File: src/rtl/pwm_chan_pkg.sv
package pwm_chan_pkg;

    typedef enum logic {
        DIR_UP   = 1'b0,
        DIR_DOWN = 1'b1
    } cnt_dir_e;

    typedef enum logic {
        PWM_MODE1 = 1'b0,
        PWM_MODE2 = 1'b1
    } pwm_mode_e;

    // Static configuration of the output stage and comparator
    typedef struct packed {
        cnt_dir_e  dir;
        pwm_mode_e mode;
        logic      pol_low;
        logic      oe;
    } chan_cfg_t;

    // Mode 2 inverts the mode 1 reference
    function automatic logic apply_mode(input logic ref1, input pwm_mode_e mode);
        return (mode == PWM_MODE2) ? ~ref1 : ref1;
    endfunction

    // Pin level: inactive level when disabled, polarity applied otherwise
    function automatic logic drive_pin(input logic refv, input logic pol_low,
                                       input logic oe);
        return oe ? (refv ^ pol_low) : pol_low;
    endfunction

endpackage

File: src/rtl/pwm_cnt.sv
module pwm_cnt
    import pwm_chan_pkg::*;
#(
    parameter int CNT_W = 16
) (
    input  logic             clk,
    input  logic             rst,
    input  logic             en,
    input  cnt_dir_e         dir,
    input  logic [CNT_W-1:0] period,
    output logic [CNT_W-1:0] count_o,
    output logic             upd_o
);
    localparam logic [CNT_W-1:0] ONE  = CNT_W'(1);
    localparam logic [CNT_W-1:0] ZERO = '0;

    logic [CNT_W-1:0] cnt_q, cnt_d;
    logic             upd_q, upd_d;

    always_comb begin
        cnt_d = cnt_q;
        upd_d = 1'b0;
        if (en) begin
            if (dir == DIR_UP) begin
                // A count already at or beyond the period wraps at once
                if (cnt_q >= period) begin
                    cnt_d = ZERO;
                    upd_d = 1'b1;
                end else begin
                    cnt_d = cnt_q + ONE;
                end
            end else begin
                if (cnt_q == ZERO) begin
                    cnt_d = period;
                    upd_d = 1'b1;
                end else begin
                    cnt_d = cnt_q - ONE;
                end
            end
        end
    end

    always_ff @(posedge clk) begin
        if (rst) begin
            cnt_q <= ZERO;
            upd_q <= 1'b0;
        end else begin
            cnt_q <= cnt_d;
            upd_q <= upd_d;
        end
    end

    assign count_o = cnt_q;
    assign upd_o   = upd_q;

endmodule

File: src/rtl/pwm_cmp.sv
module pwm_cmp
    import pwm_chan_pkg::*;
#(
    parameter int CNT_W = 16
) (
    input  logic [CNT_W-1:0] count,
    input  logic [CNT_W-1:0] cmp_val,
    input  logic [CNT_W-1:0] period,
    input  cnt_dir_e         dir,
    input  pwm_mode_e        mode,
    output logic             ref_o,
    output logic             match_o
);
    logic over_period;
    logic ref_m1;

    assign over_period = (cmp_val > period);

    always_comb begin
        if (over_period) begin
            // Full-duty regardless of direction
            ref_m1 = 1'b1;
        end else if (dir == DIR_UP) begin
            // Asserted below the threshold; compare of zero never asserts
            ref_m1 = (count < cmp_val);
        end else begin
            // Deasserted above the threshold; equality always asserts
            ref_m1 = !(count > cmp_val);
        end
    end

    assign ref_o   = apply_mode(ref_m1, mode);
    assign match_o = (count == cmp_val);

endmodule

File: src/rtl/pwm_flag.sv
module pwm_flag (
    input  logic clk,
    input  logic rst,
    input  logic set_i,
    input  logic clr_i,
    output logic flag_o
);
    logic flag_q;

    always_ff @(posedge clk) begin
        if (rst) begin
            flag_q <= 1'b0;
        end else if (set_i) begin
            // A new match outranks a simultaneous clear
            flag_q <= 1'b1;
        end else if (clr_i) begin
            flag_q <= 1'b0;
        end
    end

    assign flag_o = flag_q;

endmodule

File: src/rtl/pwm_out.sv
module pwm_out
    import pwm_chan_pkg::*;
(
    input  logic      ref_i,
    input  chan_cfg_t cfg,
    output logic      pin_o
);
    assign pin_o = drive_pin(ref_i, cfg.pol_low, cfg.oe);
endmodule

File: src/rtl/pwm_edge_chan.sv
module pwm_edge_chan
    import pwm_chan_pkg::*;
#(
    parameter int CNT_W = 16
) (
    input  logic             clk,
    input  logic             rst,
    input  logic             cnt_en,
    input  logic             dir_down,
    input  logic             mode_sel,
    input  logic             pol_low,
    input  logic             out_en,
    input  logic [CNT_W-1:0] period,
    input  logic [CNT_W-1:0] cmp_val,
    input  logic             flag_clr,
    output logic             ref_o,
    output logic             pin_o,
    output logic [CNT_W-1:0] count_o,
    output logic             upd_o,
    output logic             cmp_flag_o
);
    chan_cfg_t        cfg;
    logic [CNT_W-1:0] count_w;
    logic             ref_w;
    logic             match_w;

    assign cfg.dir     = cnt_dir_e'(dir_down);
    assign cfg.mode    = pwm_mode_e'(mode_sel);
    assign cfg.pol_low = pol_low;
    assign cfg.oe      = out_en;

    pwm_cnt #(.CNT_W(CNT_W)) u_cnt (
        .clk     (clk),
        .rst     (rst),
        .en      (cnt_en),
        .dir     (cfg.dir),
        .period  (period),
        .count_o (count_w),
        .upd_o   (upd_o)
    );

    pwm_cmp #(.CNT_W(CNT_W)) u_cmp (
        .count   (count_w),
        .cmp_val (cmp_val),
        .period  (period),
        .dir     (cfg.dir),
        .mode    (cfg.mode),
        .ref_o   (ref_w),
        .match_o (match_w)
    );

    pwm_flag u_flag (
        .clk    (clk),
        .rst    (rst),
        .set_i  (cnt_en & match_w),
        .clr_i  (flag_clr),
        .flag_o (cmp_flag_o)
    );

    pwm_out u_out (
        .ref_i (ref_w),
        .cfg   (cfg),
        .pin_o (pin_o)
    );

    assign count_o = count_w;
    assign ref_o   = ref_w;

endmodule

File: config.mk
export PLATFORM = sky130hd
export DESIGN_NAME = pwm_edge_chan
export DESIGN_NICKNAME = d
export VERILOG_FILES = /design/src/rtl/pwm_chan_pkg.sv /design/src/rtl/pwm_cnt.sv /design/src/rtl/pwm_cmp.sv /design/src/rtl/pwm_flag.sv /design/src/rtl/pwm_out.sv /design/src/rtl/pwm_edge_chan.sv
export SDC_FILE = /design/constraint.sdc
export NUM_CORES = 1
export LEC_CHECK = 0
export ABC_AREA = 1
export BUFFER_PORTS_ARGS = -buffer_cell sky130_fd_sc_hd__buf_2
export CORE_ASPECT_RATIO = 0.9
export CORE_MARGIN = 1.5
export CORE_UTILIZATION = 45
export DETAILED_ROUTE_END_ITERATION = 8
export PLACE_DENSITY = 0.67
export RECOVER_POWER = 100
export SYNTH_ARGS = -nofsm -noshare
export SYNTH_HDL_FRONTEND = slang
export SYNTH_HIERARCHICAL = 1
export SYNTH_SLANG_ARGS = --single-unit
File: constraint.sdc
create_clock -name clk -period 4.5 [get_ports clk]
set_clock_uncertainty 0.1 [all_clocks]
set_input_delay 0.45 -clock clk [delete_from_list [all_inputs] [get_ports clk]]
set_output_delay 0.45 -clock clk [all_outputs]
set_load 0.01 [all_outputs]
==> results of run 1 <==
==> flip-flops by register name (all words and copies together) (netlist names) <==
register	flops
u_cnt/upd_o	1
u_cnt/count_o	16
u_flag/flag_o	1
==> logic make-up (layout without fill, tap and decap cells) <==
logic type,Yosys count,after routing
xor gates and xnor gates,7,7
and+or+nand+nor,287,287
buffers and inverters,123,174
DFF,18,18
AOI/OAI and AO/OA,86,86
adders and majority gates,51,51
==> layer usage <==
layer | vias to the layer above | global-route usage | part of all wire | wire length, um
met4 | 0 | 0.06920 | 0.018 | 181
met2 | 116 | 0.4136 | 0.45 | 4472
li1 | 1932 | - | - | -
met3 | 15 | 0.01773 | 0.056 | 562
met5 | - | 0 | 0 | 0
met1 | 1716 | 0.3607 | 0.48 | 4758
==> final cells by class <==
| class | count | area share |
|---|---|---|
| multi-input combinational | 431 | 0.6740 |
| sequential | 18 | 0.09629 |
| clock buffer | 4 | 0.01471 |
| tap | 93 | 0.03109 |
| timing repair buffer | 59 | 0.07255 |
| inverter | 111 | 0.1113 |
==> how the worst max path moves through the flow <==
stage                     startpoint     to  slack, ps  depth (start not counted)
detailed placement        period[11]  pin_o       1840                         15
global route        u_cnt/count_o[2]  pin_o       1360                         16
CTS                 u_cnt/count_o[6]  pin_o       1670                         15
floorplan                 cmp_val[7]  pin_o       2230                         14
finish              u_cnt/count_o[2]  pin_o       1610                         16
global placement          period[15]  pin_o       1880                         15
==> cells in the mapped netlist, types with 2 or more instances <==
cell type	count	area [sq um]
nand2_1	138	518.0
inv_1	108	405.4
nand3_1	64	320.3
ha_1	51	638.1
a21oi_1	49	245.2
nor2_1	36	135.1
o21ai_0	26	130.1
dfxtp_1	18	360.4
nor2_2	13	81.33
nand2_2	8	50.05
nor2_4	7	78.83
xor2_1	7	61.31
buf_6	5	56.30
nand3b_1	5	37.54
o21ai_1	5	25.02
a21oi_2	3	26.28
nand2_4	3	33.78
nand4_1	3	18.77
nor2_8	3	60.06
nor3_1	3	15.01
buf_2	2	10.01
buf_4	2	15.01
clkbuf_1	2	7.510
inv_2	2	7.510
nand3_2	2	20.02
==> power by group through the flow <==
stage / clock network [mW] / logic (mW) / registers [mW]
finish: 0.142 / 0.387 / 0.214
global route: 0.152 / 0.440 / 0.219
CTS: 0.146 / 0.388 / 0.214
detailed placement: 0 / 0.385 / 0.218
global placement: 0 / 0.377 / 0.216
floorplan: 0 / 0.297 / 0.201
==> stage by stage <==
step / worst slack [ps] / cells / hold slack (ps)
6_report: 1611 / 716 / 252.9
5_1_grt: 1358 / 716 / 253.3
4_1_cts: 1672 / 716 / 245.0
3_5_place_dp: 1835 / 712 / 355.9
3_3_place_gp: 1879 / 712 / 353.1
2_1_floorplan: 2229 / 572 / 385.6
==> results.py, run 1 <==
metrics = {
    "floorplan": {
        "placementRows": 29,
        "core_sq_um": 7184,
        "die_area_sq_um": 8100,
        "die_w_um": 94.70,
        "ios": 60,
        "fp.dieH_um": 85.53,
        "start_util": 0.4741,
    },
    "global_routing": {
        "overflow": 0,
        "grt_start_max_net_pins": 21,
        "grtUsageTotal": 0.2544,
        "grt_pass1_wl_um": 16270,
        "grt_pass1_vias": 3431,
        "antenna_found_initial": 0,
    },
    "routing": {
        "first_pass_iters": 5,
        "finalWirelength_um": 9975,
        "vias": 3779,
        "drt_iter0_drc": 200,
        "ant_nets": 0,
        "drc": 0,
        "routedWlPerCell_um": 13.93,
        "viasPerCell": 5.278,
    },
    "timing": {
        "slew_violations": 0,
        "setup_tns_ps": 0,
        "rsz0062_at_grt": "false",
        "hold_violations": 0,
        "slew_headroom": 0.1543,
        "worstMarginPinSlew_ps": 1264,
        "min_period_over_period": 0.6420,
        "final.min_clock_period_ps": 2889,
        "finalSetupViolCount": 0,
        "fmax_ghz": 0.3462,
    },
    "placement": {
        "gp_routability_congestion": 0.9197,
        "placed_area_sq_um": 3725,
        "dp_hpwl_um": 7885,
        "port_buffers": 59,
    },
    "worst_setup_path": {
        "crit_family": "simple AND/OR/NAND/NOR gates",
        "worstSetupEndpointType": "output port",
        "required_ps": 3950,
        "cp_data_arrival_time_ps": 2340,
        "path_buf_inv": 3,
        "crit_chain": "ha_1 -> nand2_1 -> inv_1 -> nand2_1 -> nor2_2 -> nand3_1 -> nor2_2 -> a21oi_1 -> nand2_1 -> nand2_1 -> nand2_1 -> nand2_1 -> nand2_1 -> nand2_1 -> inv_1 -> buf_2",
        "critical-path-max-stage-delay_ps": 680,
        "path_common_cell": "nand2_1",
        "critPathLaunchType": "register",
        "r2r-end": "u_cnt/count_o[10]",
        "critical_path_peak_fanout": 12,
        "r2r_slack_ps": 1680,
        "rr_worst_depth": 8,
        "timing.rr.start": "u_cnt/count_o[9]",
        "path_class": "register to output port",
        "slowest_stage": "dfxtp_1",
    },
    "clock_network": {
        "htreeDepth": 1,
        "root_buffer": "clkbuf_8",
        "clkSlewWorstSetupHoldPaths_ps": 80,
        "cts.sinks": 18,
        "numCtsBuffers": 3,
        "cts_tree": "done",
        "ctsHoldBuffers": 0,
        "clockBufferDepth": 2,
        "clock_latency_ps": 260,
        "cts_setup_buffers": 0,
        "cts_resized": 0,
    },
    "power": {
        "ir_drop_uv": 139.6,
        "intPower_mw": 0.3911,
        "pwr-share-comb": 0.520,
        "power_mw": 0.7432,
        "power_density_nw_per_um2": 198.6,
        "seq_power_share": 0.288,
        "switchingPower_mw": 0.3521,
        "p_leak_nw": 2.111,
        "netSwitchingFraction": 0.4737,
        "clkPwrFrac": 0.191,
    },
    "min_path": {
        "hold_path_class": "input port to register",
        "hold_start": "rst",
        "hold_path_depth": 2,
        "whs_endpoint": "u_flag/flag_o",
    },
    "layout": {
        "multi_input_area_sq_um": 2522,
        "fillers": 788,
        "final_nets": 715,
        "layout_commonest_cell": "nand2_1",
        "regArea_sq_um": 360.3,
        "final_cell_area_sq_um": 3742,
        "mostFrequentLayoutCells": "nand2_1 (138), inv_1 (108), nand3_1 (64)",
        "antenna_cells": 0,
        "syn2layout_area_growth_pct": 9.882,
        "post-route-util": 0.5209,
        "drive_above_1_share": 0.1332,
    },
    "run_status": {
        "status": "completed",
    },
    "run": {
        "drv_cap": 0,
    },
    "logic_synthesis": {
        "synth_cell_types": 32,
        "synthXorXnorAreaFrac": 0.01800,
        "syn_area_per_cell_sq_um": 5.954,
        "yosys_warnings": 6,
        "syn_inst": 572,
        "synth_nets": 663,
        "synth_top_family_by_area": "simple AND/OR/NAND/NOR gates",
        "synthMuxAreaShare": 0,
        "synth-seq-area-share": 0.1058,
        "async_flop_share": 0,
        "yosys.area_share.adder": 0.1874,
        "synth_edf_count": 0,
        "synthesis.area_sq_um": 3406,
        "yosys_most_used_dff": "dfxtp_1",
        "synth_compound_area_frac": 0.1319,
        "synth_seq_cells": 18,
        "synth-simple-area-share": 0.4074,
    },
}
No activity file was read; power rests on OpenSTA's default activity.
==> inputs of run 2 (changes only) <==
- clock period: 4.5 -> 2.74 ns (I/O delays scaled with it)
==> run 2 against run 1 <==
Effect of this change:
- combinational power increased by 74%
- critical path depth did not move
- sequential power grew 51%
- utilization is 0.89 points higher
- final cell count up 1.5%
- global-route usage is 0.083 points lower
- via count increased by 0.24%
- register-to-register slack got worse by 1400 ps
- routed wire length up 0.78%
- clock-buffer cell count stayed put
==> results.py, run 2 (synthesis results as in run 1) <==
metrics = {
    "layout": {
        "drive_above_1_share": 0.1483,
        "layout_commonest_cell": "nand2_1",
        "layoutNonFillerInstCount": 727,
        "antenna_cells": 0,
        "final_nets": 726,
        "fillers": 803,
        "mostFrequentLayoutCells": "nand2_1 (139), inv_1 (108), nand3_1 (64)",
        "syn2layout_area_growth_pct": 11.76,
        "largest_reg_flops": 16,
    },
    "worst_setup_path": {
        "critical-path-max-stage-delay_ps": 600,
        "crit_chain": "ha_1 -> nand2_1 -> inv_1 -> nand3_1 -> nor2_4 -> nand3_1 -> nor2_2 -> a21oi_2 -> nand2_1 -> nand2_1 -> nand2_1 -> nand2_1 -> nand2_1 -> nand2_1 -> inv_1 -> clkbuf_2",
        "path_class": "register to output port",
        "r2r-end": "u_cnt/count_o[7]",
        "rr_worst_depth": 11,
        "timing.rr.start": "u_cnt/count_o[1]",
        "critical_path_peak_fanout": 10,
        "required_ps": 2370,
        "slowest_stage": "dfxtp_1",
        "cp_data_arrival_time_ps": 2190,
        "critPathLaunchType": "register",
        "worstSetupEndpointType": "output port",
        "path_common_cell": "nand2_1",
        "r2r_slack_ps": 250,
    },
    "power": {
        "ir_drop_uv": 226.9,
        "power_density_nw_per_um2": 324.7,
        "p_leak_nw": 2.153,
    },
    "global_routing": {
        "antenna_found_initial": 0,
        "grt_pass1_wl_um": 16260,
        "grtUsageTotal": 0.2536,
        "grt_start_max_net_pins": 21,
        "grt_pass1_vias": 3468,
        "overflow": 0,
    },
    "run_status": {
        "status": "completed",
    },
    "floorplan": {
        "ios": 60,
        "fp.dieH_um": 85.53,
        "placementRows": 29,
        "start_util": 0.4741,
        "core_sq_um": 7184,
        "die_area_sq_um": 8100,
        "die_w_um": 94.70,
    },
    "placement": {
        "dp_hpwl_um": 8099,
        "port_buffers": 59,
        "gp_routability_congestion": 0.9219,
        "dp_cells": 723,
    },
    "routing": {
        "first_pass_iters": 4,
        "vias": 3788,
        "routedWlPerCell_um": 13.83,
        "drc": 0,
        "ant_nets": 0,
        "finalWirelength_um": 10050,
        "viasPerCell": 5.210,
        "drt_iter0_drc": 218,
    },
    "timing": {
        "setup_tns_ps": 0,
        "fmax_ghz": 0.3907,
        "slew_headroom": 0.5168,
        "final.min_clock_period_ps": 2560,
        "rsz0062_at_grt": "false",
        "finalSetupViolCount": 0,
        "whs_ps": 82.28,
        "slew_violations": 0,
        "min_period_over_period": 0.9342,
        "hold_violations": 0,
        "worstMarginPinSlew_ps": 722.1,
    },
    "min_path": {
        "hold_path_depth": 2,
        "hold_path_class": "input port to register",
        "hold_start": "rst",
        "whs_endpoint": "u_flag/flag_o",
    },
    "clock_network": {
        "numCtsBuffers": 3,
        "clkSlewWorstSetupHoldPaths_ps": 90,
        "htreeDepth": 1,
        "cts_setup_buffers": 0,
        "clock_latency_ps": 280,
        "ctsHoldBuffers": 0,
        "cts.sinks": 18,
        "root_buffer": "clkbuf_8",
        "cts_tree": "done",
        "cts_resized": 0,
        "clockBufferDepth": 2,
    },
    "run": {
        "drv_cap": 0,
    },
}
==> run 2: how the worst max path moves through the flow <==
stage | startpoint | end | slack (ps) | cells past startpoint
global placement | period[11] | pin_o | 370 | 15
CTS | u_cnt/count_o[10] | pin_o | 170 | 16
global route | u_cnt/count_o[10] | pin_o | 10 | 15
detailed placement | period[11] | pin_o | 380 | 15
floorplan | u_cnt/count_o[7] | pin_o | 650 | 14
finish | u_cnt/count_o[10] | pin_o | 180 | 16
==> run 2: metal layers <==
metal	GRT usage	part of all wire	up-vias
met1	0.3514	0.48	1714
met4	0.05292	0.0099	0
li1	-	-	1953
met2	0.4325	0.45	112
met3	0.01418	0.060	9
met5	0	0	-
==> run 2: cell type report <==
class	count	area, sq um	share of cell area
clock buffer	4	55.05	0.01446
inverter	111	416.7	0.1095
multi-input combinational	431	2517	0.6614
sequential	18	360.3	0.09467
tap	93	116.4	0.03057
timing repair buffer	70	340.3	0.08941
==> run 2: power breakdown <==
group / leakage (nW) / switching (mW) / total (mW) / internal (mW)
registers: 0.149 / 0.0415 / 0.323 / 0.282
logic: 1.98 / 0.429 / 0.673 / 0.244
clock network: 0.0288 / 0.111 / 0.240 / 0.128
total: 2.15 / 0.582 / 1.24 / 0.654
==> run 2: through the flow <==
stage	cell area (sq um)	util	total power, mW	setup WS, ps
2_1_floorplan	3406	-	0.8177	654.8
3_3_place_gp	3807	0.5300	0.9974	374.5
3_5_place_dp	3807	0.5300	1.009	380.0
4_1_cts	3862	0.5376	1.252	171.0
5_1_grt	3806	0.5298	1.340	10.56
6_report	3806	0.5298	1.236	180.4
==> run 2: worst max-delay path: cells and delay by family, from the launching register on <==
family                   cells  cell delay, ps
adder cells (fa/ha/maj)      1             320
AO/OA/AOI/OAI                1             110
flip-flops                   1             600
buffers and inverters        3             190
AND/OR/NAND/NOR             11             700
==> inputs of run 3 (changes only) <==
- CORE_UTILIZATION: 45 -> 40
- CTS_CLUSTER_DIAMETER: unset -> 80
- PLACE_DENSITY: 0.67 -> 0.61
- clock period: 2.74 -> 2.73 ns (I/O delays scaled with it)
==> run 3 against run 2 <==
Effect of this change:
- clock power about the same
- sequential share of layout area about the same
- clock-buffer cell count unchanged
- combinational power up 3.0%
- sequential power about the same
- global-route usage down 2.2 points
- setup slack better by 14 ps
- die area up 12%
- highest routed layer unchanged
==> results.py, run 3 (synthesis results as in run 1) <==
metrics = {
    "layout": {
        "final_cell_area_sq_um": 3824,
        "layoutNonFillerInstCount": 733,
        "syn2layout_area_growth_pct": 12.27,
        "layout_commonest_cell": "nand2_1",
        "largest_reg_flops": 16,
        "antenna_cells": 0,
        "final_nets": 726,
        "drive_above_1_share": 0.1562,
        "mostFrequentLayoutCells": "nand2_1 (138), inv_1 (108), nand3_1 (64)",
        "fillers": 906,
    },
    "power": {
        "power_mw": 1.254,
        "power_density_nw_per_um2": 328.0,
        "seq_power_share": 0.255,
        "switchingPower_mw": 0.5985,
        "clkPwrFrac": 0.192,
        "intPower_mw": 0.6555,
        "pwr-share-comb": 0.553,
        "netSwitchingFraction": 0.4773,
        "p_leak_nw": 2.169,
        "ir_drop_uv": 164.7,
    },
    "timing": {
        "rsz0062_at_grt": "false",
        "min_period_over_period": 0.9287,
        "finalSetupViolCount": 0,
        "slew_violations": 0,
        "hold_violations": 0,
        "setup_tns_ps": 0,
        "final.min_clock_period_ps": 2535,
        "worstMarginPinSlew_ps": 751.0,
        "fmax_ghz": 0.3944,
        "slew_headroom": 0.4993,
    },
    "routing": {
        "first_pass_iters": 5,
        "ant_nets": 0,
        "finalWirelength_um": 10420,
        "vias": 3796,
        "drt_iter0_drc": 265,
        "viasPerCell": 5.179,
        "drc": 0,
        "routedWlPerCell_um": 14.22,
    },
    "placement": {
        "port_buffers": 59,
        "dp_hpwl_um": 8368,
        "gp_routability_congestion": 0.9282,
        "placed_area_sq_um": 3815,
        "dp_cells": 729,
    },
    "clock_network": {
        "numCtsBuffers": 3,
        "root_buffer": "clkbuf_8",
        "cts_resized": 0,
        "htreeDepth": 1,
        "ctsHoldBuffers": 0,
        "cts.sinks": 18,
        "clock_latency_ps": 270,
        "cts_setup_buffers": 0,
        "cts_tree": "done",
        "clkSlewWorstSetupHoldPaths_ps": 80,
        "clockBufferDepth": 2,
    },
    "worst_setup_path": {
        "critical_path_peak_fanout": 10,
        "worstSetupEndpointType": "output port",
        "critPathLaunchType": "register",
        "cp_data_arrival_time_ps": 2160,
        "required_ps": 2360,
        "cp-startpoint": "u_cnt/count_o[10]",
        "timing.rr.start": "u_cnt/count_o[3]",
        "path_class": "register to output port",
    },
    "global_routing": {
        "grt_pass1_vias": 3386,
        "overflow": 0,
        "gr-usage-met3": 0.02322,
        "antenna_found_initial": 0,
        "grt_start_max_net_pins": 21,
        "grtUsageTotal": 0.2316,
        "grt_pass1_wl_um": 16870,
        "grt_util_met2": 0.3526,
        "met1_usage": 0.3493,
        "top_usage_layer": "met2",
    },
    "floorplan": {
        "placementRows": 31,
        "die_w_um": 100.3,
        "fp.dieH_um": 90.54,
        "die_area_sq_um": 9078,
        "ios": 60,
        "core_sq_um": 8145,
        "start_util": 0.4181,
    },
    "run_status": {
        "status": "completed",
    },
    "min_path": {
        "hold_start": "rst",
        "hold_path_class": "input port to register",
    },
    "run": {
        "drv_cap": 0,
    },
}
run 3: cell types whose count changed in the layout (fill, tap and decap cells not counted), sizes merged:
cell    before  now
buf         49   51
clkbuf      25   23
run 3: final cells by class:
class | count | area (sq um) | area share
timing repair buffer | 70 | 330.3 | 0.08639
tap | 99 | 123.9 | 0.03240
sequential | 18 | 361.6 | 0.09457
clock buffer | 4 | 55.05 | 0.01440
multi-input combinational | 431 | 2536 | 0.6633
inverter | 111 | 416.7 | 0.1090
run 3: path summary, 6_finish.rpt:
check	endpoint	slack [ps]	cells after the start
setup / recovery	pin_o	190	16
setup reg to reg	u_cnt/count_o[11]	210	10
hold / removal	u_flag/flag_o	70	2
hold reg to reg	u_flag/flag_o	380	2
run 3: critical path, cell delays in order (launching register included):
cell,delay [ps]
dfxtp_1,590
ha_1,320
nand2_1,70
inv_1,50
nand3_1,110
nor2_4,50
nand3_1,70
nor2_2,40
a21oi_2,110
nand2_1,60
nand2_1,50
nand2_1,70
nand2_1,60
nand2_1,40
nand2_1,50
inv_1,30
buf_2,120
run 3: through the flow:
stage,worst slack [ps],util,hold WS [ps]
6_report,194.7,0.4694,68.63
5_1_grt,7.194,0.4694,70.69
4_1_cts,166.4,0.4751,64.13
3_5_place_dp,473.9,0.4684,356.3
3_3_place_gp,501.8,0.4684,352.6
2_1_floorplan,645.8,-,235.4
run 3: power groups by stage:
stage / combinational (mW) / clock (mW) / sequential [mW]
floorplan: 0.489 / 0 / 0.331
global placement: 0.689 / 0 / 0.324
detailed placement: 0.695 / 0 / 0.324
CTS: 0.700 / 0.250 / 0.318
global route: 0.786 / 0.259 / 0.322
finish: 0.693 / 0.241 / 0.320
run 3: metal layers:
layer	share of wire	routed length (um)	vias up
met5	0	0	-
met4	0.010	106	0
met3	0.053	551	8
met2	0.43	4523	112
met1	0.50	5241	1725
li1	-	-	1951
